**src/rtl/bus_ack_pkg.sv**
```systemverilog
package bus_ack_pkg;
   typedef enum logic [1:0] {
      ST_IDLE = 2'd0,
      ST_WAIT = 2'd1,
      ST_ACK  = 2'd2
   } ack_state_t;
endpackage

```
**src/rtl/pclk_gen.sv**
```systemverilog
module pclk_gen (
   input  logic clk,
   input  logic rst_n,
   input  logic c1_n,
   input  logic c3_n,
   output logic pclk,
   output logic tick
);
   logic pclk_d;

   // Processor-rate clock rebuilt from the quadrature phases
   assign pclk = ~(c1_n ^ c3_n);

   always_ff @(posedge clk) begin
      if (!rst_n) pclk_d <= 1'b0;
      else        pclk_d <= pclk;
   end

   assign tick = pclk & ~pclk_d;
endmodule

```
**src/rtl/strobe_sync.sv**
```systemverilog
module strobe_sync #(
   parameter int STAGES = 2
) (
   input  logic clk,
   input  logic rst_n,
   input  logic en,
   input  logic as_n,
   output logic as_sync_n
);
   logic [STAGES-1:0] chain;
   logic [STAGES-1:0] chain_d;

   for (genvar i = 0; i < STAGES; i++) begin : g_stage
      if (i == 0) begin : g_head
         assign chain_d[i] = as_n;
      end else begin : g_body
         assign chain_d[i] = chain[i-1];
      end
   end

   always_ff @(posedge clk) begin
      if (!rst_n)  chain <= '1;
      else if (en) chain <= chain_d;
   end

   assign as_sync_n = chain[STAGES-1];


   sync_hold_chk: assert property (@(posedge clk) disable iff (!rst_n)
      !en |=> $stable(as_sync_n));
endmodule

```
**src/rtl/ack_fsm.sv**
```systemverilog
module ack_fsm
   import bus_ack_pkg::*;
#(
   parameter int ACK_DELAY = 2,
   parameter int SYNC_WAIT = 1,
   parameter int CNT_W     = 3
) (
   input  logic clk,
   input  logic rst_n,
   input  logic tick,
   input  logic as_sync_n,
   input  logic phase_hi,
   input  logic in_disp,
   input  logic slave_rdy,
   input  logic contend,
   output logic dtack_n
);
   ack_state_t       state;
   logic [CNT_W-1:0] cnt;
   logic [CNT_W-1:0] target;
   logic             oos_q;
   logic             disp_q;
   logic             release_ok;

   assign target     = CNT_W'(ACK_DELAY) + ((oos_q & disp_q) ? CNT_W'(SYNC_WAIT) : '0);
   assign release_ok = slave_rdy & ~(disp_q & contend);

   always_ff @(posedge clk) begin
      if (!rst_n) begin
         state  <= ST_IDLE;
         cnt    <= '0;
         oos_q  <= 1'b0;
         disp_q <= 1'b0;
      end else if (tick) begin
         case (state)
            ST_IDLE: if (!as_sync_n) begin
               oos_q  <= phase_hi;
               disp_q <= in_disp;
               cnt    <= CNT_W'(1);
               state  <= ST_WAIT;
            end
            ST_WAIT: begin
               if (as_sync_n) state <= ST_IDLE;
               else begin
                  if (cnt >= target && release_ok) state <= ST_ACK;
                  if (cnt != '1) cnt <= cnt + CNT_W'(1);
               end
            end
            ST_ACK: if (as_sync_n) state <= ST_IDLE;
            default: state <= ST_IDLE;
         endcase
      end
   end

   assign dtack_n = (state != ST_ACK);


   ack_release_chk: assert property (@(posedge clk) disable iff (!rst_n)
      (tick && as_sync_n && state == ST_ACK) |=> dtack_n);

   rdy_hold_chk: assert property (@(posedge clk) disable iff (!rst_n)
      (tick && !slave_rdy && state == ST_WAIT) |=> dtack_n);

   contend_hold_chk: assert property (@(posedge clk) disable iff (!rst_n)
      (tick && contend && disp_q && state == ST_WAIT) |=> dtack_n);

   min_wait_chk: assert property (@(posedge clk) disable iff (!rst_n)
      (tick && state == ST_WAIT && cnt < CNT_W'(ACK_DELAY)) |=> dtack_n);

   edge_only_chk: assert property (@(posedge clk) disable iff (!rst_n)
      !tick |=> $stable(dtack_n));
endmodule

```
**src/rtl/bus_ack_sync.sv**
```systemverilog
module bus_ack_sync #(
   parameter int ADDR_W      = 24,
   parameter int DISP_LOG2   = 19,
   parameter int SYNC_STAGES = 2,
   parameter int ACK_DELAY   = 2,
   parameter int SYNC_WAIT   = 1
) (
   input  logic              clk,
   input  logic              rst_n,
   input  logic              c1_n,
   input  logic              c3_n,
   input  logic              as_n,
   input  logic [ADDR_W-1:0] addr,
   input  logic              slave_rdy,
   input  logic              contend,
   output logic              pclk,
   output logic              dtack_n
);
   localparam int CNT_W = $clog2(ACK_DELAY + SYNC_WAIT + 1) + 1;

   if (SYNC_STAGES < 2) begin : g_bad_sync
      $error("SYNC_STAGES must be at least 2");
   end
   if (ACK_DELAY < 1) begin : g_bad_delay
      $error("ACK_DELAY must be at least 1");
   end
   if (DISP_LOG2 >= ADDR_W) begin : g_bad_disp
      $error("DISP_LOG2 must be below ADDR_W");
   end

   logic tick;
   logic as_sync_n;
   logic in_disp;

   assign in_disp = ((addr >> DISP_LOG2) == '0);

   pclk_gen u_pclk (
      .clk   (clk),
      .rst_n (rst_n),
      .c1_n  (c1_n),
      .c3_n  (c3_n),
      .pclk  (pclk),
      .tick  (tick)
   );

   strobe_sync #(.STAGES(SYNC_STAGES)) u_sync (
      .clk       (clk),
      .rst_n     (rst_n),
      .en        (tick),
      .as_n      (as_n),
      .as_sync_n (as_sync_n)
   );

   ack_fsm #(
      .ACK_DELAY (ACK_DELAY),
      .SYNC_WAIT (SYNC_WAIT),
      .CNT_W     (CNT_W)
   ) u_fsm (
      .clk       (clk),
      .rst_n     (rst_n),
      .tick      (tick),
      .as_sync_n (as_sync_n),
      .phase_hi  (c1_n),
      .in_disp   (in_disp),
      .slave_rdy (slave_rdy),
      .contend   (contend),
      .dtack_n   (dtack_n)
   );
endmodule

```
**config.mk**
```make
export PLATFORM = sky130hd
export DESIGN_NAME = bus_ack_sync
export DESIGN_NICKNAME = d
export VERILOG_FILES = /design/src/rtl/bus_ack_pkg.sv /design/src/rtl/pclk_gen.sv /design/src/rtl/strobe_sync.sv /design/src/rtl/ack_fsm.sv /design/src/rtl/bus_ack_sync.sv
export SDC_FILE = /design/constraint.sdc
export NUM_CORES = 1
export LEC_CHECK = 0
export ABC_AREA = 1
export ABC_CLOCK_PERIOD_IN_PS = 2880
export BUFFER_PORTS_ARGS = -buffer_cell sky130_fd_sc_hd__buf_4
export CORE_UTILIZATION = 35
export CTS_BUF_LIST = sky130_fd_sc_hd__clkbuf_8
export CTS_CLUSTER_SIZE = 25
export DETAILED_ROUTE_END_ITERATION = 10
export PLACE_DENSITY = 0.66
export SLEW_MARGIN = 10
export SYNTH_ARGS = -nofsm -noshare
export SYNTH_HDL_FRONTEND = slang
export SYNTH_SLANG_ARGS = --single-unit
```
**constraint.sdc**
```tcl
create_clock -name clk -period 2.88 [get_ports clk]
set_clock_uncertainty 0.15 [all_clocks]
set_input_delay 0.288 -clock clk [delete_from_list [all_inputs] [get_ports clk]]
set_output_delay 0.288 -clock clk [all_outputs]
set_load 0.01 [all_outputs]
```
### After elaboration in Yosys (flattened, before gate mapping)

Cells that the tools add are included.

* bits of input ports: 31
* output and inout port bits: 2
* flip-flop bits (word level): 10

* equality and inequality tests: 9
* magnitude comparators: 1
* mux-type cells: 10
* bitwise gates (word level): 9
* add/subtract/negate cells: 2
* reductions and logical operators: 7

Operators with widths (count)
* $logic_not A24 Y1: 1
* $mux W3: 3
* $mux W2: 4
* $ne A2 B2 Y1 const B: 3
* $pmux W2 S3: 1
* $pmux W3 S2: 1
* $reduce_and A5 Y1: 1
* $and A1 B1 Y1: 4
* $ne A2 B1 Y1 const B: 2
* $not A1 Y1: 4
* $reduce_and A4 Y1: 1
* $add A2 B3 Y3 const A: 1
* $add A3 B1 Y3 const B: 1
* $ge A3 B3 Y1: 1
* $ne A3 B1 Y1 const B: 1
* $ne A3 B3 Y1 const B: 1
* $reduce_and A3 Y1: 1
* $eq A2 B1 Y1 const B: 1
* $eq A2 B2 Y1 const B: 1
* $logic_not A2 Y1: 1
* $reduce_bool A2 Y1: 1
* $logic_and A1 B1 Y1: 1
* $mux W1: 1
* $xor A1 B1 Y1: 1

### Depth between registers and ports, before layout

Gate-level depths: netlist of run 1.

* depth after elaboration: 8
* depth in mapped cells: 12

### Modules after synthesis

A second synthesis of run 1 with hierarchy kept.

* cell total of the unflattened synthesis: 95
* area, all modules: 599.3 um2

Modules (own cells, without submodules)
* ack_fsm: seq. area each 140.1 um2, area each 447.9 um2, cells an instance 69, times used 1
* strobe_sync: seq. area each 40.0 um2, area each 68.8 um2, cells an instance 9, times used 1
* pclk_gen: seq. area each 20.0 um2, area each 56.3 um2, cells an instance 10, times used 1
* bus_ack_sync: seq. area each 0.0 um2, area each 26.3 um2, cells an instance 7, times used 1

### Least setup slack after synthesis of run 1

No wires, ideal clock.

* kind: flip-flop to flip-flop
* start point: register u_fsm.cnt[0]
* end point: register u_fsm.cnt[0]
* data required time: 2613 ps
* setup slack: 1468 ps
* period minus slack after synthesis: 1412 ps
* cell stages (with the launch flop): 9
* data arrival time: 1145 ps
* path through: dfxtp_1 ha_1 ha_1 nand2_1 nand3_1 nor2_4 inv_2 nor3_2 nor2_1

* longest elaborated chain between the ends: 4
* elaborated cells between the ends (all ways): 7
* those cells by class: 1 x add/sub; 2 x eq/ne; 3 x mux; 1 x reduce/logical

Ends and longest elaborated chain
* start: declaration: line ack_fsm.sv:19 `logic [CNT_W-1:0] cnt;`
* start signal: assignment: line ack_fsm.sv:46 `if (cnt != '1) cnt <= cnt + CNT_W'(1);`
* $add A3 B1 Y3: line ack_fsm.sv:46
* $mux W3: line ack_fsm.sv:46
* $mux W3: line ack_fsm.sv:43 `if (as_sync_n) state <= ST_IDLE;`
* $pmux W3 S2: line ack_fsm.sv:35 `case (state)`

Several ways; a longest one is shown, not always the timed one. The select of a mux whose other input is x is not followed.
A chain may end at the register's enable or synchronous reset.

### Worst setup path after layout of run 1

Same ends and word-level chain as after synthesis.

==> impl_metrics.json, run 1 <==
{
  "numCtsBuffers": 3,
  "postCtsResizedCells": 0,
  "postRouteAntennaNets": 0,
  "status": "finished, final reports clean",
  "dr.first_iter.drc_count": 4,
  "synth_warnings": 0,
  "grt_use_total_pct": 14.88,
  "synth-seq-cells": 10,
  "portBuffers": 13,
  "via_count": 538,
  "ys_top_cells_by_area": "dfxtp_1 34%, nand2_1 15%, ha_1 6.3%",
  "vias_per_cell": 4.678,
  "leakage_nw": 0.3616,
  "hold_buffers": 0,
  "drive_above_1_share_pct": 29.29,
  "finalHoldViolCount": 0,
  "path_class": "reg2reg",
  "post-route-util_pct": 48.46,
  "layout.nets": 135,
  "hold_path_class": "in2reg",
  "syn2layout_area_growth_pct": 26.22,
  "insertedDiodeCount": 0,
  "layout_common_cells": "24 x nand2_1, 13 x buf_4, 10 x inv_1, 10 x dfxtp_1, 8 x nor2_1",
  "grt_pass1_vias": 480,
  "ioPinCount": 33,
  "period_share_pct": 52.96,
  "irDropWorstVdd_uv": 433.0,
  "post-dp-hpwl_um": 955.2,
  "post-cts-setup-buffers": 0,
  "die_y_um": 43.12,
  "power_mw": 0.3817,
  "ff_latch_area_um2": 200.2,
  "gr-total-overflow": 0,
  "tightest_slew_ns": 0.2365,
  "worstPathArrival_ns": 1.50,
  "cts_root_buf": "clkbuf_8",
  "setup.worst_path.start_class": "flip-flop",
  "fmax_ghz": 0.6557,
  "cp_max_fo": 4,
  "wl_um": 1162,
  "clk_pin_slew_ns": 0.05,
  "cts_buffer_depth": 2,
  "die_w_um": 43.12,
  "fin_crit_ns": 1.525,
  "yosysTopAreaCell": "dfxtp_1",
  "avgSynthCellArea_um2": 7.045,
  "cts_max_level": 1,
  "synth_top_area_share_pct": 33.83,
  "wl_per_cell_um": 10.10,
  "setup_viol": 0,
  "fill_cells": 157,
  "clk_latency_ns": 0.23,
  "syn_inst": 84,
  "syn-num-nets": 118,
  "rsz0062_at_grt": "false",
  "grt_pass1_wl_um": 1980,
  "dieArea_um2": 1859,
  "synth_seq_area_share_pct": 33.83,
  "end_kind": "flip-flop",
  "start_util_pct": 38.39,
  "drtPass1Iterations": 3,
  "cts_tree": "done",
  "grt_max_degree": 9,
  "hold_slack_ns": 0.1071,
  "core.rowCount": 14,
  "finalSetupTns_ns": 0,
  "netlist_area_um2": 591.8,
  "synthDistinctLibCells": 18,
  "clock-sinks": 10,
  "antenna_found_initial": 0,
  "drc_errors": 0,
  "gp_congestion": 0.7702,
  "slew_viol_final": 0,
  "p_per_area_nw_per_um2": 511.0,
  "layout_commonest_cell": "nand2_1",
  "multi_input_area_um2": 335.3,
  "slew_headroom_pct": 84.21,
  "core_um2": 1541,
  "drv_cap": 0,
  "crit_required_ns": 2.85
}
## synthesized netlist by cell type
library cell / count
ha_1: 3
nand3_1: 7
nor3_4: 1
nor3_2: 2
a21boi_0: 1
nand3b_4: 1
nor3_1: 1
a21oi_1: 4
dfxtp_1: 10
inv_1: 10
o21ai_0: 1
nand2_1: 24
nor2_1: 8
o211ai_1: 1
nand2_2: 3
nor2_4: 2
clkbuf_1: 1
inv_2: 4
## cell families (layout without fill, tap and decap cells)
family | count (synthesis) | count (layout) | synth area share (%)
AND/OR/NAND/NOR | 49 | 49 | 43.55
buffers and inverters | 15 | 30 | 9.513
flip-flops | 10 | 10 | 33.83
AO/OA/AOI/OAI | 7 | 7 | 6.766
adder cells (fa/ha/maj) | 3 | 3 | 6.343
## layout make-up
cell class | instances | share of cell area (%)
Tap cell | 16 | 2.680
Sequential cell | 10 | 26.80
Inverter | 14 | 7.035
Clock buffer | 3 | 5.528
Multi-Input combinational cell | 59 | 44.89
Timing Repair Buffer | 13 | 13.07
## where the power goes
| group | internal [mW] | switching (mW) | total [mW] | leakage (nW) |
|---|---|---|---|---|
| Sequential | 0.149 | 0.00970 | 0.159 | 0.0818 |
| Combinational | 0.0351 | 0.0456 | 0.0807 | 0.258 |
| Clock | 0.0912 | 0.0509 | 0.142 | 0.0216 |
| Total | 0.275 | 0.106 | 0.382 | 0.362 |
## metal layers
| metal | share of wire [%] | track usage [%] | wire length (µm) | vias up |
|---|---|---|---|---|
| li1 | - | - | - | 297 |
| met1 | 46 | 16.93 | 540 | 230 |
| met2 | 47 | 23.58 | 551 | 9 |
| met3 | 4.2 | 7.660 | 49 | 2 |
| met4 | 1.7 | 5.455 | 20 | 0 |
| met5 | 0 | 0 | 0 | - |
## through the flow
step           cell area [µm²]  cells  setup slack, ns
4_1_cts                  747.0    115            1.346
2_1_floorplan            591.8     84            1.468
5_1_grt                  747.0    115            1.255
3_5_place_dp             705.7    112            1.353
3_3_place_gp             705.7    112            1.392
6_report                 747.0    115            1.355
## sequential cells by signal, summed over array words and instances, names as in the netlist
| register | count |
|---|---|
| u_fsm.cnt | 3 |
| u_fsm.disp_q | 1 |
| u_fsm.oos_q | 1 |
| u_fsm.state | 2 |
| u_pclk.pclk_d | 1 |
| u_sync.chain | 2 |
## worst max-delay path, cell delays in order (launching register included)
cell,delay [ns]
dfxtp_1,0.32
ha_1,0.20
ha_1,0.20
nand2_1,0.07
nand3_1,0.10
nor2_4,0.16
inv_2,0.06
nor3_2,0.11
nor2_1,0.05
## path summary, 6_finish.rpt
check	slack, ns	cells past startpoint	start	to
worst min register to register	0.33	2	u_sync.chain[0]	u_sync.chain[1]
worst min-delay path	0.11	3	as_n	u_sync.chain[0]
worst max-delay path	1.35	8	u_fsm.cnt[0]	u_fsm.cnt[0]
worst max register to register	1.35	8	u_fsm.cnt[0]	u_fsm.cnt[0]
(Power assumes the default switching activity.)
==> run 2, diff against run 1 <==
Settings changed: ABC_AREA 1 to 0, ABC_CLOCK_PERIOD_IN_PS 2880 to 1400, PLACE_DENSITY 0.66 to 0.71.
Clock period 2.88 ns to 1.4 ns, I/O delays scaled along.
==> run 2 against run 1 <==
Against the previous run:
- critical path type unchanged
- wire length up 6.3%
- largest cell class unchanged
- the flow now finishes with violations (setup timing)
- combinational power up 54%
- clock power increased by 110%
==> impl_metrics.json, run 2 <==
{
  "layoutNonFillerInstCount": 104,
  "dr.first_iter.drc_count": 10,
  "grt_pass1_wl_um": 1780,
  "worstPathCellList": "nor3_4, nand2_2, or4_1, a21oi_1",
  "postRouteAntennaNets": 0,
  "grt_use_total_pct": 16.90,
  "setup_viol": 1,
  "fin_ws_ns": -0.003668,
  "synth_top_area_share_pct": 39.51,
  "dieArea_um2": 1604,
  "rsz0062_at_grt": "true",
  "drc_errors": 0,
  "failed_checks": "setup timing",
  "power_mw": 0.7333,
  "start_util_pct": 38.46,
  "cp_slowest_stage_delay_ns": 0.46,
  "cts_buffer_depth": 2,
  "cp_top_family": "simple AND/OR/NAND/NOR gates",
  "worstPathArrival_ns": 1.42,
  "cp_num_cells": 4,
  "netlist_area_um2": 506.7,
  "wl_um": 1235,
  "fin_crit_ns": 1.404,
  "finalHoldViolCount": 0,
  "clk_pin_slew_ns": 0.05,
  "status": "complete, but fails checks",
  "numCtsBuffers": 3,
  "end_kind": "flip-flop",
  "largestRegisters": "u_fsm.cnt: 3 flops, u_fsm.state: 2 flops, u_sync.chain: 2 flops",
  "crit_required_ns": 1.42,
  "cts_root_buf": "clkbuf_8",
  "p_per_area_nw_per_um2": 904.4,
  "leakage_nw": 0.3389,
  "layout.nets": 125,
  "avgSynthCellArea_um2": 8.173,
  "layout_common_cells": "24 x buf_4, 7 x nand2_1, 7 x dfxtp_1",
  "synth_common_cells": "10 x dfxtp_1, 7 x nand2_1, 5 x o21ai_0",
  "synth_seq_area_share_pct": 39.51,
  "cts_max_level": 1,
  "reg2reg_slack_ns": -0.004,
  "synth_edf_count": 0,
  "cts_tree": "done",
  "setup.worst_path.start_class": "flip-flop",
  "gp_congestion": 0.7181,
  "via_count": 544,
  "synth_warnings": 0,
  "synth-seq-cells": 10,
  "ys_dominant_reg_cell": "dfxtp_1",
  "drv_cap": 0,
  "largest_reg_flops": 3,
  "antenna_found_initial": 0,
  "drive_above_1_share_pct": 43.82,
  "insertedDiodeCount": 0,
  "async_flop_share_pct": 0,
  "whs_path_depth": 3,
  "dp_cells": 98,
  "period_share_pct": 100.3,
  "ioPinCount": 33,
  "ff2ff_path_depth": 4,
  "clock-sinks": 10,
  "die_y_um": 40.05,
  "vias_per_cell": 5.231,
  "gr-total-overflow": 0,
  "path_buf_inv": 0,
  "irDropWorstVdd_uv": 645.5,
  "regMostFlops": "u_fsm.cnt",
  "slew_viol_final": 0,
  "path_class": "reg2reg",
  "ys_top_cells_by_area": "dfxtp_1 40%, ha_1 7.4%, nand2_1 5.2%",
  "fmax_ghz": 0.7124,
  "clk_latency_ns": 0.24,
  "wl_per_cell_um": 11.88,
  "cp_max_fo": 2,
  "tightest_slew_ns": 0.2783,
  "syn-num-nets": 96,
  "die_w_um": 40.05,
  "portBuffers": 13,
  "yosysTopAreaCell": "dfxtp_1",
  "layout_commonest_cell": "buf_4",
  "syn_inst": 62,
  "drtPass1Iterations": 5,
  "slew_headroom_pct": 81.21,
  "core.rowCount": 13,
  "hold_path_class": "in2reg",
  "core_um2": 1318,
  "syn2layout_area_growth_pct": 60.00,
  "cp_slowest_cell": "or4_1",
  "grt_pass1_vias": 461,
  "grt_max_degree": 11,
  "post-dp-hpwl_um": 865,
  "synthDistinctLibCells": 25,
  "synth.most_common_cell": "dfxtp_1"
}
[run 2: changes by cell type after synthesis, moves of 3 or more]
cell,delta
nand2_1,-17
nand2b_1,+3
inv_2,-3
nor2_1,-4
nand3_1,-3
inv_1,-8
o21ai_0,+4
[run 2: worst paths after layout]
kind | from | endpoint
worst max-delay path | u_pclk.pclk_d | u_fsm.disp_q
worst min register to register | u_sync.chain[0] | u_sync.chain[0]
worst max register to register | u_pclk.pclk_d | u_fsm.disp_q
worst min-delay path | addr[20] | u_fsm.disp_q
[run 2: layout make-up]
| cell class | instances | area, µm² |
|---|---|---|
| Multi-Input combinational cell | 47 | 335.3 |
| Inverter | 3 | 11.26 |
| Sequential cell | 10 | 203.9 |
| Timing Repair Buffer | 26 | 200.2 |
| Tap cell | 15 | 18.77 |
| Fill cell | 119 | 506.7 |
| Clock buffer | 3 | 41.29 |
[run 2: cell families (layout without fill, tap and decap cells)]
family / Yosys count / in the layout / share of synthesized area, %
mux: 1 / 1 / 1.975
flops: 10 / 10 / 39.51
fa+ha+maj: 3 / 3 / 7.408
simple gates: 28 / 28 / 29.63
buf+inv: 5 / 32 / 3.704
compound gates: 14 / 14 / 16.05
xor+xnor: 1 / 1 / 1.729
[run 2: power breakdown]
group / internal [mW] / total (mW) / switching [mW] / leakage, nW
sequential: 0.299 / 0.310 / 0.0113 / 0.0827
combinational: 0.0717 / 0.124 / 0.0528 / 0.235
clock: 0.188 / 0.298 / 0.110 / 0.0216
total: 0.559 / 0.733 / 0.174 / 0.339
[run 2: metal layers]
layer  track usage, %  vias up  share of wire [%]
met5                0        -                  0
met4            10.34        0                2.1
met3            1.667        4                5.4
met2            25.40       19                 44
met1            22.97      243                 48
li1                 -      278                  -
[run 2: metrics by stage]
step | TNS, ns | setup slack [ns] | cell area [µm²] | hold slack [ns] | utilization (%)
2_1_floorplan | 0 | 0.004273 | 515.5 | 0.1184 | -
3_3_place_gp | -0.1507 | -0.1053 | 699.4 | 0.2056 | 53.09
3_5_place_dp | -0.1776 | -0.09389 | 699.4 | 0.2079 | 53.09
4_1_cts | -0.03483 | -0.01810 | 793.3 | 0.02470 | 60.21
5_1_grt | -0.1176 | -0.06820 | 810.8 | 0.03881 | 61.54
6_report | -0.003668 | -0.003668 | 810.8 | 0.01314 | 61.54
[run 2: what timing repair did]
item,in CTS,in global routing
pin swaps,5,6
hold buffers,2,0
endpoints found under the hold margin,1,0
gates resized for setup,5,7
endpoints found under the setup margin,4,5
buffers inserted,1,0
[run 2: worst reg2reg max path, cell delays in order, from the launching register on]
cell	delay (ns)
dfxtp_2	0.33
nor3_4	0.19
nand2_2	0.07
or4_1	0.46
a21oi_1	0.13
